$ cat src/rtl/bsd_mem_pkg.sv
package bsd_mem_pkg;
    localparam int BYTE_W = 8;
    localparam int CW_W   = 13;
    localparam int LANES  = 2;
    localparam int WORD_W = LANES * BYTE_W;

    typedef struct packed {
        logic [WORD_W-1:0] rdata;
        logic [LANES-1:0]  drv;
        logic              corr;
        logic              unc;
    } rd_out_t;

    // Hamming positions 1..12 live in cw[12:1]; cw[0] is overall parity.
    function automatic logic [CW_W-1:0] secded_encode(input logic [BYTE_W-1:0] d);
        logic [12:1] h;
        logic        x;
        int          k;
        h = '0;
        k = 0;
        for (int p = 1; p <= 12; p++) begin
            if ((p & (p - 1)) != 0) begin
                h[p] = d[k];
                k++;
            end
        end
        for (int b = 0; b < 4; b++) begin
            x = 1'b0;
            for (int p = 1; p <= 12; p++) begin
                if (((p >> b) & 1) == 1 && p != (1 << b)) x = x ^ h[p];
            end
            h[1 << b] = x;
        end
        return {h, ^h};
    endfunction
endpackage

$ cat src/rtl/secded_lane_enc.sv
module secded_lane_enc
    import bsd_mem_pkg::*;
(
    input  logic [BYTE_W-1:0] data_in,
    output logic [CW_W-1:0]   cw_out
);
    assign cw_out = secded_encode(data_in);
endmodule

$ cat src/rtl/secded_lane_dec.sv
module secded_lane_dec
    import bsd_mem_pkg::*;
(
    input  logic [CW_W-1:0]   cw_in,
    output logic [BYTE_W-1:0] data_out,
    output logic              corr,
    output logic              unc
);
    logic [12:1] fix;
    logic [3:0]  syn;
    logic        par_err;
    int          k;

    always_comb begin
        fix     = cw_in[12:1];
        syn     = '0;
        par_err = ^cw_in;
        corr    = 1'b0;
        unc     = 1'b0;
        for (int p = 1; p <= 12; p++) begin
            if (cw_in[p]) syn = syn ^ p[3:0];
        end
        if (par_err) begin
            // zero syndrome: the overall parity bit itself flipped
            corr = 1'b1;
            if (syn > 4'd12) begin
                corr = 1'b0;
                unc  = 1'b1;
            end else begin
                for (int p = 1; p <= 12; p++) begin
                    if (syn == p[3:0]) fix[p] = ~fix[p];
                end
            end
        end else if (syn != 4'd0) begin
            unc = 1'b1;
        end
        data_out = '0;
        k = 0;
        for (int p = 1; p <= 12; p++) begin
            if ((p & (p - 1)) != 0) begin
                data_out[k] = fix[p];
                k++;
            end
        end
    end
endmodule

$ cat src/rtl/bsd_mem.sv
module bsd_mem
    import bsd_mem_pkg::*;
#(
    parameter int ADDR_W = 4
) (
    input  logic              clk,
    input  logic              rst_n,
    input  logic              sel,
    input  logic              wr_en,
    input  logic              rd_oe,
    input  logic [1:0]        lane_en,
    input  logic [ADDR_W-1:0] addr,
    input  logic [15:0]       wdata,
    input  logic              inj_en,
    input  logic              inj_lane,
    input  logic [ADDR_W-1:0] inj_addr,
    input  logic [12:0]       inj_mask,
    output logic [15:0]       rdata,
    output logic [1:0]        rdata_drv,
    output logic              err_corr,
    output logic              err_unc
);
    localparam int DEPTH = 1 << ADDR_W;

    logic              do_write;
    logic              do_read;
    logic [BYTE_W-1:0] dec_data [LANES];
    logic [LANES-1:0]  dec_corr;
    logic [LANES-1:0]  dec_unc;
    rd_out_t           out_d, out_q;

    assign do_write = sel && wr_en;
    assign do_read  = sel && !wr_en;

    for (genvar g = 0; g < LANES; g++) begin : g_lane
        logic [CW_W-1:0] enc_cw;
        logic [CW_W-1:0] mem_d [DEPTH];
        logic [CW_W-1:0] mem_q [DEPTH];

        secded_lane_enc u_enc (
            .data_in (wdata[g*BYTE_W +: BYTE_W]),
            .cw_out  (enc_cw)
        );

        secded_lane_dec u_dec (
            .cw_in    (mem_q[addr]),
            .data_out (dec_data[g]),
            .corr     (dec_corr[g]),
            .unc      (dec_unc[g])
        );

        always_comb begin
            for (int i = 0; i < DEPTH; i++) begin
                mem_d[i] = mem_q[i];
                if (do_write && lane_en[g] && addr == i[ADDR_W-1:0])
                    mem_d[i] = enc_cw;
                if (inj_en && int'(inj_lane) == g && inj_addr == i[ADDR_W-1:0])
                    mem_d[i] = mem_d[i] ^ inj_mask;
            end
        end

        always_ff @(posedge clk) begin
            mem_q <= mem_d;
        end

        a_r6_lane_exclusive: assert property (@(posedge clk) disable iff (!rst_n)
            !(dec_corr[g] && dec_unc[g]));
    end

    always_comb begin
        out_d = '0;
        if (do_read) begin
            for (int l = 0; l < LANES; l++) begin
                if (rd_oe && lane_en[l]) begin
                    out_d.rdata[l*BYTE_W +: BYTE_W] = dec_data[l];
                    out_d.drv[l] = 1'b1;
                    out_d.corr   = out_d.corr | dec_corr[l];
                    out_d.unc    = out_d.unc  | dec_unc[l];
                end
            end
        end
    end

    always_ff @(posedge clk or negedge rst_n) begin
        if (!rst_n) out_q <= '0;
        else        out_q <= out_d;
    end

    assign rdata     = out_q.rdata;
    assign rdata_drv = out_q.drv;
    assign err_corr  = out_q.corr;
    assign err_unc   = out_q.unc;

    a_r3_drive_needs_enable: assert property (@(posedge clk) disable iff (!rst_n)
        (rdata_drv & ~($past(lane_en) & {2{$past(rd_oe)}})) == 2'b00);

    a_r4_quiet_after_write_or_deselect: assert property (@(posedge clk) disable iff (!rst_n)
        ($past(wr_en) || !$past(sel)) |-> (rdata_drv == 2'b00 && !err_corr && !err_unc));

    a_r4_undriven_lane_zero: assert property (@(posedge clk) disable iff (!rst_n)
        (!rdata_drv[0] -> rdata[7:0] == 8'h00) && (!rdata_drv[1] -> rdata[15:8] == 8'h00));

    a_r8_flags_need_driven_lane: assert property (@(posedge clk) disable iff (!rst_n)
        (err_corr || err_unc) |-> rdata_drv != 2'b00);
endmodule

$ cat config.mk
export PLATFORM = sky130hd
export DESIGN_NAME = bsd_mem
export DESIGN_NICKNAME = d
export VERILOG_FILES = /design/src/rtl/bsd_mem_pkg.sv /design/src/rtl/secded_lane_enc.sv /design/src/rtl/secded_lane_dec.sv /design/src/rtl/bsd_mem.sv
export SDC_FILE = /design/constraint.sdc
export NUM_CORES = 1
export LEC_CHECK = 0
export CORE_ASPECT_RATIO = 1.75
export CORE_MARGIN = 5
export CORE_UTILIZATION = 45
export CTS_CLUSTER_SIZE = 25
export DETAILED_ROUTE_END_ITERATION = 12
export PLACE_DENSITY = 0.62
export SYNTH_ARGS = -nofsm -noshare
export SYNTH_HDL_FRONTEND = slang
export SYNTH_SLANG_ARGS = --single-unit
$ cat constraint.sdc
create_clock -name clk -period 3.6 [get_ports clk]
set_clock_uncertainty 0.1 [all_clocks]
set_input_delay 0.36 -clock clk [delete_from_list [all_inputs] [get_ports clk]]
set_output_delay 0.36 -clock clk [all_outputs]
set_load 0.005 [all_outputs]
After elaboration in Yosys (flattened, before gate mapping)
Cells that the tools add are included.
W data, S select, Z words.
{"block": "word_totals", "reg_bits": 436, "elab_cells": 423, "inputBits": 46}
{"block": "op_classes", "n_eq_ne": 54, "n_lt_le_gt_ge": 3, "n_mux": 139, "reduce_logical": 81, "bitwise_logic": 110}
{"operator": "$mux W13", "count": 68}
{"operator": "$xor A13 B13 Y13", "count": 32}
{"operator": "$bmux W13 S4", "count": 2}
{"operator": "$eq A4 B4 Y1 const B", "count": 26}
{"operator": "$logic_and A1 B1 Y1", "count": 72}
{"operator": "$eq A4 B3 Y1 const B", "count": 16}
{"operator": "$mux W12", "count": 4}
{"operator": "$mux W4", "count": 10}
{"operator": "$mux W1", "count": 37}
{"operator": "$eq A4 B2 Y1 const B", "count": 8}
{"operator": "$mux W3", "count": 10}
{"operator": "$xor A1 B1 Y1", "count": 28}
{"operator": "$reduce_xor A13 Y1", "count": 2}
{"operator": "$not A1 Y1", "count": 25}
{"operator": "$not A2 Y2", "count": 12}
{"operator": "$reduce_xor A12 Y1", "count": 2}
{"operator": "$mux W20", "count": 1}
{"operator": "$eq A4 B1 Y1 const B", "count": 4}
{"operator": "$mux W8", "count": 2}
{"operator": "$not A3 Y3", "count": 4}
{"operator": "$mux W2", "count": 5}
{"operator": "$gt A4 B4 Y1 const B", "count": 2}
{"operator": "$logic_not A4 Y1", "count": 2}
{"operator": "$reduce_bool A4 Y1", "count": 2}
{"operator": "5 further kinds", "count": 11}

Depth between registers and ports, before layout
{"block": "logic_depth", "depth_word": 32, "depth_mapped": 15, "mapped_depth_nobuf": 9}

Modules after synthesis
From an unflattened synthesis, not the netlist that was laid out.
{"block": "unflattened", "hier_cells": 2325, "hier_area_um2": 24061.8}
{"module": "bsd_mem", "instances": 1, "cells_per_inst": 2163, "area_each_um2": 22640.5}
{"module": "secded_lane_dec", "instances": 2, "cells_per_inst": 62, "area_each_um2": 505.5}
{"module": "secded_lane_enc", "instances": 2, "cells_per_inst": 19, "area_each_um2": 205.2}

Worst setup path after synthesis
No wires, ideal clock.
{"block": "synth_path", "path_type": "in2reg", "start": "in addr[0]", "end": "reg out_q, in the netlist rdata[9]", "path_slack_ns": 0.090, "path_stages": 13, "n_path_buf": 4, "t_arrival_ns": 3.282, "required_ns": 3.372, "cell_sequence": "buf_6 -> buf_6 -> buf_6 -> buf_6 -> mux4_2 -> a22oi_1 -> nand2_1 -> xnor2_1 -> xnor2_2 -> xor2_1 -> nand3_1 -> nor3b_1 -> mux2_1"}
{"element": "from (decl)", "line_no": "bsd_mem.sv:12", "source": "input logic [ADDR_W-1:0] addr,"}
{"element": "to (signal assigned)", "line_no": "bsd_mem.sv:86", "source": "else out_q <= out_d;"}
{"element": "to (decl)", "line_no": "bsd_mem.sv:30", "source": "rd_out_t out_d, out_q;"}

==> impl_metrics.py <==
metrics = {
    "critical_path": {
        "worstSetupPathType": "in2reg",
        "crit_fanout": 19,
        "reg2reg_slack_ps": 340,
        "reg2reg_depth": 10,
        "cp.required_ps": 3910,
        "crit_arrival_ps": 3700,
        "cp-endpoint": "rdata[8]$_DFF_PN0_",
        "reg2reg_to": "rdata[4]$_DFF_PN0_",
        "cp-end-kind": "flip-flop",
        "reg2reg_from": "g_lane[0].mem_q[110]$_DFF_P_",
        "crit_start": "addr[1]",
        "critPathLaunchType": "input port",
    },
    "place": {
        "place.gp.congestion": 0.905,
        "pre_cts_ws_ps": -395,
        "portBuffers": 65,
        "placed_cells": 3187,
        "dp_hpwl_um": 54600,
        "place_area_sq_um": 25600,
    },
    "route": {
        "via_per_inst": 5.63,
        "num_vias": 18375,
        "antenna_left": 0,
        "wl_per_cell_um": 24.0,
        "drt_iter0_drc": 1438,
        "drc": 0,
        "drt-total-wl_um": 78200,
        "first_pass_iters": 5,
    },
    "global_route": {
        "antenna_found_initial": 0,
        "grt_pass1_wl_um": 118000,
        "grt_pass1_vias": 19133,
        "track_usage_pct": 27.0,
        "grt_overflow": 0,
        "grt_max_degree": 27,
    },
    "pwr": {
        "p_comb_share_pct": 39.3,
        "cellInternalPower_mw": 13.7,
        "clock_power_share_pct": 22.7,
        "fin_total_pwr_mw": 20.6,
        "p_seq_share_pct": 37.9,
        "peakVddDrop_mv": 0.426,
        "switchingPower_mw": 6.88,
        "p_per_area_nw_per_um2": 763,
        "p_leak_nw": 11.4,
        "switching_share_pct": 33.4,
    },
    "timing": {
        "hold_viol": 0,
        "hold_slack_ps": 291,
        "worst_slew_pin_slew_ps": 1070,
        "fin_crit_sh_pct": 94.2,
        "timing.fmax_mhz": 295,
        "slew_viol_final": 0,
        "setup_viol": 0,
        "fin_crit_ps": 3390,
        "setup_ws_ps": 211,
        "timing.setup.tns_ps": 0,
        "maxSlewHeadroom_pct": 28.4,
        "rsz0062_at_grt": "no",
    },
    "clock_network": {
        "clk_transition_reported_paths_ps": 70,
        "cts.repair.resized": 0,
        "cts.sinks": 436,
        "postCtsSetupBuffers": 0,
        "clk-insertion-delay-late_ps": 560,
        "cts_buffer_depth": 3,
        "hold_buffers": 0,
        "numCtsBuffers": 42,
        "tritoncts": "yes",
        "htreeDepth": 2,
        "root_buffer": "clkbuf_16",
    },
    "logic_synthesis": {
        "ys_seq_area_share_pct": 37.9,
        "synth_flop_cell": "dfxtp_1",
        "syn_nets": 2498,
        "async_flop_share_pct": 4.59,
        "avgSynthCellArea_sq_um": 9.50,
        "synth_edf_count": 0,
        "syn_inst": 2452,
        "yosys_warnings": 0,
        "syn-cell-area_sq_um": 23300,
        "synth_cell_type_count": 45,
        "ys_ff_latch": 436,
    },
    "die": {
        "fp.dieArea_sq_um": 56600,
        "core-area_sq_um": 51300,
        "initial_utilization_pct": 45.4,
        "std_cell_rows": 110,
        "die_w_um": 182,
        "io_pins": 66,
        "fp.dieH_um": 311,
    },
    "layout": {
        "fin_cells": 3263,
        "drive_above_1_share_pct": 14.4,
        "post-route-util_pct": 52.6,
        "final_cell_mix": "582 x nor2_1, 440 x xnor2_1, 416 x dfxtp_1, 258 x mux2i_1, 171 x buf_4",
        "layout.nets": 2605,
        "antennaDiodeCount": 0,
        "area_growth_syn_to_layout_pct": 15.9,
        "stdcell_area_sq_um": 27000,
        "final_common_cell": "nor2_1",
    },
    "run": {
        "cap_violations": 0,
    },
    "hold_path": {
        "hold_class": "in2async",
    },
    "status": {
        "outcome": "finished, final reports clean",
    },
}
==> per-layer routing <==
metal,GRT usage [%],vias up,routed length [um]
li1,-,8389,-
met1,28.8,8941,27500
met2,48.2,726,39700
met3,3.43,319,3880
met4,20.1,0,7130
met5,0,-,0
==> power by group through the flow <==
stage	combinational (mW)	clock (mW)	sequential (mW)
finish	8.11	4.68	7.82
global route	8.75	4.94	7.99
CTS	8.08	4.76	7.81
detailed placement	8.05	0	7.89
global placement	7.79	0	7.83
floorplan	5.88	0	7.44
==> worst max-delay path: stages <==
cell	delay [ps]
buf_4	350
buf_4	310
buf_4	220
mux4_2	300
a22oi_1	300
nand2_1	140
xor2_1	180
xnor2_1	150
xnor2_1	470
buf_4	250
nand4_1	180
xor2_1	380
nor2_1	80
==> area by class of cell <==
| type | count | area (sq um) |
|---|---|---|
| clock buffer | 64 | 1260 |
| fill | 4587 | 24300 |
| multi-input combinational | 1825 | 13700 |
| tap | 672 | 841 |
| inverter | 2 | 7.51 |
| clock inverter | 12 | 170 |
| timing repair buffer | 252 | 2270 |
| sequential | 436 | 8830 |
==> registers in the layout, summed over array words and instances (netlist names) <==
register	flops
rdata_drv	2
err_corr	1
rdata	16
g_lane.mem_q	416
err_unc	1
==> cells by family (layout without fill, tap and decap cells) <==
kind of cell,after synthesis,in the layout,share of synthesized area (%)
adders and majority gates,1,1,0.0430
buffers and inverters,191,330,3.57
AOI/OAI and AO/OA,219,219,5.38
muxes,368,368,21.5
xor gates and xnor gates,489,489,18.8
and+or+nand+nor,748,748,12.7
DFF,436,436,37.9
==> worst min path at each step <==
stage	from	endpoint	slack [ps]	depth (start not counted)
after global routing	rst_n	rdata[9]$_DFF_PN0_	370	1
after detailed placement	g_lane[1].mem_q[73]$_DFF_P_	g_lane[1].mem_q[73]$_DFF_P_	430	2
after floorplan	rst_n	err_corr$_DFF_PN0_	-40	0
final	rst_n	rdata[9]$_DFF_PN0_	290	1
after CTS	rst_n	rdata[9]$_DFF_PN0_	300	1
after global placement	g_lane[1].mem_q[17]$_DFF_P_	g_lane[1].mem_q[17]$_DFF_P_	410	2
==> Yosys cell counts, drive strengths merged, types with 9 or more instances <==
cell type / n / area, sq um
nor2: 583 / 2190
xnor2: 443 / 3900
dfxtp: 416 / 8330
mux2i: 258 / 2580
clkbuf: 154 / 578
a21oi: 144 / 721
nand2: 116 / 438
mux4: 106 / 2390
a22oi: 40 / 310
xor2: 40 / 350
buf: 35 / 246
o21ai: 23 / 115
dfrtp: 20 / 500
nor2b: 11 / 68.8
nand3: 9 / 45.0
Power figures use the tool's default switching activity.
